<file path="config.mk">
export PLATFORM = sky130hd
export DESIGN_NAME = rst_seq_top
export DESIGN_NICKNAME = d
export VERILOG_FILES = /design/src/rtl/rst_seq_pkg.sv /design/src/rtl/rst_seq_sync.sv /design/src/rtl/rst_seq_timer.sv /design/src/rtl/rst_seq_top.sv
export SDC_FILE = /design/constraint.sdc
export NUM_CORES = 1
export LEC_CHECK = 0
export CAP_MARGIN = 30
export CORE_ASPECT_RATIO = 0.8
export CORE_MARGIN = 4
export CORE_UTILIZATION = 51
export CTS_BUF_LIST = sky130_fd_sc_hd__clkbuf_8
export DETAILED_ROUTE_END_ITERATION = 6
export PLACE_DENSITY = 0.85
export REMOVE_ABC_BUFFERS = 1
export SLEW_MARGIN = 30
export SYNTH_ARGS = -nofsm -noshare
export SYNTH_HDL_FRONTEND = slang
export SYNTH_SLANG_ARGS = --single-unit
</file>
<file path="constraint.sdc">
create_clock -name clk_i -period 1.3 [get_ports clk_i]
set_clock_uncertainty 0.15 [all_clocks]
set_input_delay 0.195 -clock clk_i [delete_from_list [all_inputs] [get_ports clk_i]]
set_output_delay 0.195 -clock clk_i [all_outputs]
set_load 0.005 [all_outputs]
</file>
<file path="src/rtl/rst_seq_pkg.sv">
package rst_seq_pkg;
  localparam int N_STEP = 5;
  localparam int IDX_W  = $clog2(N_STEP);
  typedef logic [IDX_W-1:0] step_idx_t;

  localparam step_idx_t STEP_FABRIC = step_idx_t'(3);
  localparam step_idx_t STEP_BOOT   = step_idx_t'(4);
  // steps that only a power-on reset runs: clock calibration and power planes
  localparam logic [N_STEP-1:0] COLD_ONLY = 5'b00101;

  typedef enum logic [2:0] {
    ST_IDLE, ST_HOLD, ST_RUN, ST_PWRON, ST_RELEASE, ST_DONE, ST_FAULT
  } seq_state_t;

  // first applicable uncore step at or after 'from'; STEP_BOOT when none left
  function automatic step_idx_t pick_step(input step_idx_t from, input logic cold);
    step_idx_t r;
    logic hit;
    r   = STEP_BOOT;
    hit = 1'b0;
    for (int j = 0; j < int'(STEP_BOOT); j++) begin
      if (!hit && j >= int'(from) && (cold || !COLD_ONLY[j])) begin
        r   = step_idx_t'(j);
        hit = 1'b1;
      end
    end
    return r;
  endfunction
endpackage

</file>
<file path="src/rtl/rst_seq_sync.sv">
module rst_seq_sync #(
  parameter int STAGES = 2
) (
  input  logic clk_i,
  input  logic arst_n_i,
  input  logic d_i,
  output logic q_o
);
  logic [STAGES-1:0] sh_q;

  always_ff @(posedge clk_i or negedge arst_n_i) begin
    if (!arst_n_i) sh_q <= '0;
    else           sh_q <= {sh_q[STAGES-2:0], d_i};
  end

  assign q_o = sh_q[STAGES-1];
endmodule

</file>
<file path="src/rtl/rst_seq_timer.sv">
module rst_seq_timer #(
  parameter int W = 16
) (
  input  logic         clk_i,
  input  logic         rst_n_i,
  input  logic         clr_i,
  input  logic         run_i,
  input  logic [W-1:0] limit_i,
  output logic         expired_o
);
  logic [W-1:0] cnt_q, cnt_d;
  logic         cnt_en;

  assign cnt_en = clr_i || (run_i && (cnt_q != {W{1'b1}}));

  always_comb begin
    cnt_d = cnt_q + W'(1);
    if (clr_i) cnt_d = '0;
  end

  always_ff @(posedge clk_i or negedge rst_n_i) begin
    if (!rst_n_i)    cnt_q <= '0;
    else if (cnt_en) cnt_q <= cnt_d;
  end

  assign expired_o = run_i && (cnt_q >= limit_i);
endmodule

</file>
<file path="src/rtl/rst_seq_top.sv">
module rst_seq_top
  import rst_seq_pkg::*;
#(
  parameter int TMO_W       = 16,
  parameter int SYNC_STAGES = 2
) (
  input  logic              clk_i,
  input  logic              pwr_good_i,
  input  logic              rst_pin_n_i,
  input  logic              strap_i,
  input  logic [TMO_W-1:0]  tmo_limit_i,
  input  logic [N_STEP-1:0] step_done_i,
  output logic [N_STEP-1:0] step_start_o,
  output logic              sticky_rst_o,
  output logic              core_pwr_en_o,
  output logic              core_rst_n_o,
  output logic              boot_sel_o,
  output logic              fault_o,
  output logic              warm_flag_o
);
  logic pg_ok, pin_ok, tmo_hit, wait_run;

  // power-good drives the asynchronous clear, released after the sync stages
  rst_seq_sync #(.STAGES(SYNC_STAGES)) pg_sync_i (
    .clk_i(clk_i), .arst_n_i(pwr_good_i), .d_i(1'b1), .q_o(pg_ok));

  rst_seq_sync #(.STAGES(SYNC_STAGES)) pin_sync_i (
    .clk_i(clk_i), .arst_n_i(pwr_good_i), .d_i(rst_pin_n_i), .q_o(pin_ok));

  seq_state_t state_q, state_d;
  step_idx_t  cur_q, cur_d, nxt_step;
  logic       strobe_q, strobe_d;
  logic       cold_q, cold_d;
  logic       strap_q, strap_d;
  logic       pwr_q, pwr_d;
  logic       rel_q, rel_d;

  assign wait_run = (state_q == ST_RUN) && !strobe_q;
  assign nxt_step = pick_step(cur_q + step_idx_t'(1), cold_q);

  rst_seq_timer #(.W(TMO_W)) tmr_i (
    .clk_i(clk_i), .rst_n_i(pg_ok), .clr_i(strobe_q), .run_i(wait_run),
    .limit_i(tmo_limit_i), .expired_o(tmo_hit));

  always_comb begin
    state_d  = state_q;
    cur_d    = cur_q;
    strobe_d = 1'b0;
    cold_d   = cold_q;
    strap_d  = strap_q;
    pwr_d    = pwr_q;
    rel_d    = rel_q;
    if (!pin_ok && state_q != ST_IDLE && state_q != ST_HOLD) begin
      // reset pin mid-flow: abort, the rerun is a warm one
      state_d = ST_HOLD;
      cold_d  = 1'b0;
      pwr_d   = 1'b0;
      rel_d   = 1'b0;
    end else begin
      unique case (state_q)
        ST_IDLE, ST_HOLD: begin
          if (pin_ok) begin
            strap_d  = strap_i;
            cur_d    = pick_step(step_idx_t'(0), cold_q);
            strobe_d = 1'b1;
            state_d  = ST_RUN;
          end
        end
        ST_RUN: begin
          if (tmo_hit) begin
            state_d = ST_FAULT;
            pwr_d   = 1'b0;
            rel_d   = 1'b0;
          end else if (!strobe_q && step_done_i[cur_q]) begin
            if (cur_q == STEP_BOOT) begin
              state_d = ST_DONE;
            end else if (nxt_step == STEP_BOOT) begin
              state_d = ST_PWRON;
              pwr_d   = 1'b1;
            end else begin
              cur_d    = nxt_step;
              strobe_d = 1'b1;
            end
          end
        end
        ST_PWRON: begin
          state_d = ST_RELEASE;
          rel_d   = 1'b1;
        end
        ST_RELEASE: begin
          state_d  = ST_RUN;
          cur_d    = STEP_BOOT;
          strobe_d = 1'b1;
        end
        default: ;
      endcase
    end
  end

  always_ff @(posedge clk_i or negedge pg_ok) begin
    if (!pg_ok) begin
      state_q  <= ST_IDLE;
      cur_q    <= '0;
      strobe_q <= 1'b0;
      cold_q   <= 1'b1;
      strap_q  <= 1'b0;
      pwr_q    <= 1'b0;
      rel_q    <= 1'b0;
    end else begin
      state_q  <= state_d;
      cur_q    <= cur_d;
      strobe_q <= strobe_d;
      cold_q   <= cold_d;
      strap_q  <= strap_d;
      pwr_q    <= pwr_d;
      rel_q    <= rel_d;
    end
  end

  assign step_start_o  = strobe_q ? ({{(N_STEP-1){1'b0}}, 1'b1} << cur_q) : '0;
  assign sticky_rst_o  = (state_q == ST_IDLE);
  assign core_pwr_en_o = pwr_q;
  assign core_rst_n_o  = rel_q;
  assign boot_sel_o    = strap_q;
  assign fault_o       = (state_q == ST_FAULT);
  assign warm_flag_o   = !cold_q;
endmodule

</file>
==> results of run 1 <==
==> metal layers <==
layer	wire, um	up-vias
met5	0	-
met3	1240	80
met4	574	0
met1	4230	1403
met2	5000	284
li1	-	1190
==> flip-flops by register name (all words and copies together) (netlist names) <==
signal and count:
pg_sync_i.sh_q 2, core_pwr_en_o 1, tmr_i.cnt_q 16, cold_q 1, pin_sync_i.sh_q 2, core_rst_n_o 1
state_q 3, strobe_q 1, boot_sel_o 1, cur_q 3
==> logic make-up (layout without fill, tap and decap cells) <==
kind of cell | after synthesis | in the layout | share of synthesized area [%]
AOI/OAI and AO/OA | 55 | 56 | 16.6
xor gates and xnor gates | 12 | 12 | 4.52
adders and majority gates | 23 | 23 | 12.4
buffers and inverters | 31 | 158 | 5.06
DFF | 31 | 31 | 33.4
muxes | 5 | 5 | 2.74
other | 1 | 1 | 0.161
and+or+nand+nor | 108 | 108 | 25.1
==> where the power goes <==
group	internal, W	switching, W	leakage [nW]	total (W)
Sequential	0.00116	0.000191	0.401	0.00135
Clock	0.000481	0.000414	0.0505	0.000896
Combinational	0.00273	0.00275	1.44	0.00548
==> final cells by class <==
type / count / area share, %
tap: 57 / 1.79
sequential: 31 / 19.6
timing repair buffer: 127 / 28.6
multi-input combinational: 205 / 45.0
clock inverter: 1 / 0.189
clock buffer: 7 / 2.42
inverter: 23 / 2.42
==> stage by stage <==
stage / instance area (um^2) / total power [W] / setup WS (ns) / hold WS [ns] / setup TNS, ns
6_report: 3980 / 0.00773 / -1.08 / 0.0903 / -25.86
5_1_grt: 3980 / 0.00793 / -1.09 / 0.112 / -27.19
4_1_cts: 3670 / 0.00636 / -0.904 / 0.0850 / -19.18
3_5_place_dp: 3140 / 0.00454 / -1.37 / 0.0447 / -25.49
3_3_place_gp: 3140 / 0.00441 / -1.23 / 0.0391 / -23.48
2_1_floorplan: 2290 / 0.00300 / -0.840 / -0.251 / -14.75
==> worst max-delay path, stage by stage <==
cell	delay, ns
clkdlybuf4s50_1	0.50
inv_1	0.07
ha_2	0.20
a211o_1	0.28
a31oi_2	0.19
o31ai_2	0.13
buf_4	0.15
a211o_4	0.39
o21a_1	0.21
o21ai_1	0.11
==> how the worst max path moves through the flow <==
stage               slack [ns]            end  cells past startpoint           start
global route             -1.09     state_q[1]                     10  tmo_limit_i[3]
detailed placement       -1.37       cur_q[1]                      9  tmo_limit_i[2]
floorplan                -0.84       cur_q[0]                      8        cur_q[0]
finish                   -1.08     state_q[1]                     10  tmo_limit_i[3]
global placement         -1.23  core_pwr_en_o                      9  tmo_limit_i[2]
CTS                      -0.90       cur_q[1]                      7  tmr_i.cnt_q[2]
==> cells in the mapped netlist, types with 2 or more instances <==
cell type	count
dfrtp_1	30
a22oi_1	2
o21ai_0	6
nor4b_1	2
and2b_1	2
ha_1	23
nand2_1	23
o211ai_1	4
nand4_1	6
mux2i_1	3
inv_1	22
nor2_1	26
xnor2_1	2
nand3_1	12
and2_1	5
a211o_1	4
and3_1	6
o21ai_1	2
nor3_1	2
o22ai_1	2
clkbuf_1	7
nand2b_1	6
a21oi_1	13
o21a_1	3
nor2b_1	7
a21o_1	3
a31oi_1	5
xor2_1	10
==> repair_timing <==
action                                  CTS  global route
gates cloned                              1             0
endpoints found under the hold margin     4             0
buffers inserted                         22            14
hold buffers                              1             0
gates resized for setup                  85            51
pin swaps                                25            22
endpoints found under the setup margin   37            35
==> impl_metrics.csv, run 1 <==
group,metric,value,unit
run_status,status,"complete, but fails checks",
run_status,violations,"negative setup slack",
clock_tree,cts.reportedPaths.clkPinSlew,0.07,ns
setup_path,worstPathArrival,2.44,ns
yosys,postSynthAreaPerCell,8.74,um^2
finish,utilization,92.9,%
timing,tightest_slew,0.628,ns
finish,nFillCells,136,
yosys,yosysWarnings,0,
timing,setup_slack,-1.08,ns
setup_path,r2r_end,"state_q[1]",
finish,regArea,778,um^2
timing,period_minus_slack,2.38,ns
grt,met2_usage,54.7,%
clock_tree,numCtsBuffers,5,
yosys,synth_edf_count,0,
yosys,ys_seq_area_share,33.4,%
floorplan,ios,36,
grt,grt_max_degree,16,
clock_tree,cts_root_buffer,"clkbuf_8",
clock_tree,cts_tree,"yes",
finish,drive_gt1_share,44.4,%
yosys,synth-async-reset-ratio,100,%
finish,syn_to_final_growth,71.1,%
floorplan,fp-row-count,21,
timing,final-max-slew-violation-count,0,
detailed_routing,routedWlPerCell,24.5,um
clock_tree,cts.sinks,31,
hold_path,hold_class,"reg -> async",
timing,hold_viol,0,
detailed_routing,initialDrtViolationCount,562,
grt,antenna_found_initial,0,
yosys,yosysTopAreaCell,"dfrtp_1",
yosys,synth_area,2320,um^2
timing,period_share,183,%
grt,overflow,0,
yosys,ys.flop_type,"dfrtp_1",
yosys,syn_inst,266,
power,p_leak,1.90,nW
grt,met1_usage,39.3,%
grt,grt_util_all_layers,32.3,%
setup_path,crit_type,"in -> reg",
detailed_routing,viasPerCell,6.56,
timing,setup_viol,34,
grt,top_usage_layer,"met2",
grt,grt_pass1_wl,14000,um
detailed_routing,drc,0,
setup_path,cp_max_fo,5,
setup_path,worstSetupEndpointType,"flop",
floorplan,die_h,68.4,um
yosys,ys_ff_latch,31,
clock_tree,clock_latency,0.31,ns
floorplan,die_x,83.5,um
setup_path,worstRegToRegCells,9,
setup_path,cp.required,1.37,ns
power,power.density,1940,nW/um^2
finish,finalNetCount,441,
finish,final_cell_count_no_fill,451,
grt,grt_pass1_vias,2722,
clock_tree,clock_path_buffers,2,
detailed_routing,vias,2957,
yosys,synth.distinct_cells,56,
setup_path,critical_path.startpoint_type,"input pin",
timing,fmax,421,MHz
grt,met3_usage,7.22,%
placed_design,globalplace.congestion,0.863,
finish,multi_input_area,1790,um^2
finish,mostFrequentLayoutCell,"buf_4",
timing,slew_headroom,57.9,%
floorplan,core_area,4280,um^2
finish,most-common-layout-cells,"buf_4 (69), dfrtp_1 (29), nor2_1 (22), clkdlybuf4s50_1 (22), buf_6 (22)",
floorplan,start_util,54.3,%
detailed_routing,totalWireLength,11000,um
floorplan,dieArea,5710,um^2
timing,rsz0062_at_grt,"true",
placed_design,dp.cells,407,
detailed_routing,dr.pass1.iters,5,
setup_path,worstReg2RegStart,"tmr_i.cnt_q[0]",
yosys,synth_top_area_share,32.3,%
yosys,synth_area_leaders,"dfrtp_1 (32%), ha_1 (12%), nor2_1 (4.2%)",
detailed_routing,antenna_left,0,
finish,diodes,0,
placed_design,io_buffers,35,
placed_design,dpl.hpwl,4540,um
power,vdd_ir_drop_max,1.20,mV
clock_tree,cts.htree.levels,2,
job,drv_cap,0,
setup_path,rrSetupSlack,-1.04,ns
Note: power is estimated with default switching activity, not from simulation.
==> run 2, diff against run 1 <==
Settings changed: CORE_MARGIN 4 to 3, SLEW_MARGIN 30 to 20.
==> run 2 against run 1 <==
  * The flow still finishes with violations (negative setup slack)
  * Critical path depth shrank 3
  * Worst hold slack gained 0.042 ns
  * Global-route usage grew 4.7 points
  * Setup slack lost 0.20 ns
==> impl_metrics.csv, run 2 (synthesis gave the netlist of run 1 again) <==
group,metric,value,unit
run_status,status,"complete, but fails checks",
run_status,violations,"negative setup slack",
clock_tree,cts_tree,"yes",
timing,setup_viol,34,
finish,largestRegisters,"tmr_i.cnt_q (16), cur_q (3), state_q (3)",
setup_path,r2r_end,"cur_q[0]",
clock_tree,cts.reportedPaths.clkPinSlew,0.07,ns
setup_path,slowest_stage,"a21oi_1",
floorplan,start_util,54.3,%
setup_path,cp_cell_sequence,"ha_1, a21o_1, nand3_1, a21oi_1, a211o_4, o211ai_1, a221oi_2",
setup_path,cp.required,1.34,ns
grt,antenna_found_initial,0,
timing,slew_headroom,46.4,%
detailed_routing,initialDrtViolationCount,579,
finish,finalNetCount,441,
floorplan,ios,36,
grt,met2_usage,56.9,%
job,drv_cap,0,
finish,syn_to_final_growth,72.0,%
finish,diodes,0,
grt,grt_pass1_wl,14700,um
timing,tightest_slew,0.803,ns
finish,mostFrequentLayoutCell,"buf_4",
hold_path,hold_class,"reg -> async",
grt,grt_util_all_layers,37.0,%
floorplan,fp-row-count,21,
power,vdd_ir_drop_max,1.51,mV
setup_path,worstReg2RegStart,"tmr_i.cnt_q[9]",
finish,most-common-layout-cells,"buf_4 (66), buf_6 (30), dfrtp_1 (28), nor2_1 (23), clkdlybuf4s50_1 (21)",
timing,tns,-28.95,ns
setup_path,cp_max_fo,5,
power,p_leak,1.91,nW
timing,period_share,198,%
grt,met3_usage,10.4,%
setup_path,crit_family,"compound AO/OA/AOI/OAI gates",
timing,period_minus_slack,2.58,ns
clock_tree,clock_latency,0.31,ns
grt,top_usage_layer,"met2",
detailed_routing,totalWireLength,12600,um
timing,hold_viol,0,
setup_path,critical_path_buf_inv_count,0,
setup_path,worstRegToRegCells,7,
clock_tree,numCtsBuffers,5,
power,finalPower,0.00791,W
detailed_routing,antenna_left,0,
floorplan,die_x,81.5,um
grt,overflow,0,
detailed_routing,drc,0,
power,power.density,1980,nW/um^2
detailed_routing,vias,3177,
setup_path,crit_type,"reg -> reg",
setup_path,cpPeakStageDelay,0.64,ns
placed_design,globalplace.congestion,0.873,
finish,utilization,93.3,%
floorplan,dieArea,5410,um^2
placed_design,dpl.hpwl,4530,um
timing,final-max-slew-violation-count,0,
clock_tree,clock_path_buffers,2,
placed_design,io_buffers,35,
grt,grt_pass1_vias,2832,
floorplan,core_area,4280,um^2
detailed_routing,routedWlPerCell,28.0,um
timing,rsz0062_at_grt,"true",
detailed_routing,viasPerCell,7.04,
setup_path,worstSetupEndpointType,"flop",
timing,setup_slack,-1.28,ns
clock_tree,cts.htree.levels,2,
floorplan,die_h,66.4,um
timing,fmax,388,MHz
grt,met1_usage,46.0,%
setup_path,critical_path.startpoint_type,"flop",
grt,grt_max_degree,13,
setup_path,rrSetupSlack,-1.28,ns
clock_tree,cts.sinks,31,
clock_tree,cts_root_buffer,"clkbuf_8",
finish,largest_register_ffs,16,
setup_path,worstPathArrival,2.62,ns
finish,top_register,"tmr_i.cnt_q",
detailed_routing,dr.pass1.iters,6,
finish,drive_gt1_share,44.2,%
-- run 2: cell count changes in the layout (fill, tap and decap cells not counted), sizes merged --
cell | before | now
clkdlybuf4s50 | 22 | 21
clkinvlp | 1 | 0
dlygate4sd2 | 2 | 0
dlygate4sd3 | 1 | 2
dlymetal6s2s | 1 | 3
inv | 23 | 24
-- run 2: how the worst max path moves through the flow --
stage,start,to,slack (ns),depth (start not counted)
after floorplan,cur_q[0],cur_q[0],-0.84,8
after global placement,tmo_limit_i[2],core_pwr_en_o,-1.23,9
after detailed placement,tmo_limit_i[2],core_pwr_en_o,-1.30,9
after CTS,tmr_i.cnt_q[2],cur_q[1],-0.88,7
after global routing,tmo_limit_i[9],cur_q[0],-1.26,9
final,tmr_i.cnt_q[9],cur_q[0],-1.28,7
-- run 2: per-stage QoR --
| step | instances | instance area (um^2) | hold WS, ns | setup WS, ns |
|---|---|---|---|---|
| floorplan | 258 | 2290 | -0.251 | -0.840 |
| global placement | 411 | 3170 | -0.0602 | -1.23 |
| detailed placement | 411 | 3170 | -0.0508 | -1.30 |
| CTS | 446 | 3770 | 0.115 | -0.877 |
| global route | 451 | 4000 | 0.158 | -1.26 |
| finish | 451 | 4000 | 0.133 | -1.28 |
-- run 2: cell type report --
| type | count | area (um^2) |
|---|---|---|
| Multi-Input combinational cell | 205 | 1810 |
| Timing Repair Buffer | 127 | 1140 |
| Sequential cell | 31 | 779 |
| Fill cell | 143 | 285 |
| Clock buffer | 7 | 96.3 |
| Inverter | 23 | 96.3 |
| Tap cell | 57 | 71.3 |
| Clock inverter | 1 | 3.75 |
-- run 2: repair_timing --
action | in CTS | in global routing
endpoints found under the hold margin | 7 | 0
resized for setup | 111 | 44
hold buffers | 2 | 0
buffers inserted | 27 | 9
endpoints found under the setup margin | 37 | 37
pin swaps | 31 | 25
gates cloned | 1 | 0
-- run 2: power breakdown --
part | switching, W | total, W | internal [W]
clock | 0.000415 | 0.000891 | 0.000476
sequential | 0.000214 | 0.00138 | 0.00116
combinational | 0.00294 | 0.00565 | 0.00271
total | 0.00357 | 0.00791 | 0.00434
-- run 2: layer usage --
| layer | vias up | part of all wire [%] |
|---|---|---|
| met1 | 1432 | 33 |
| met5 | - | 0 |
| met4 | 0 | 10 |
| li1 | 1186 | - |
| met3 | 164 | 14 |
| met2 | 395 | 42 |
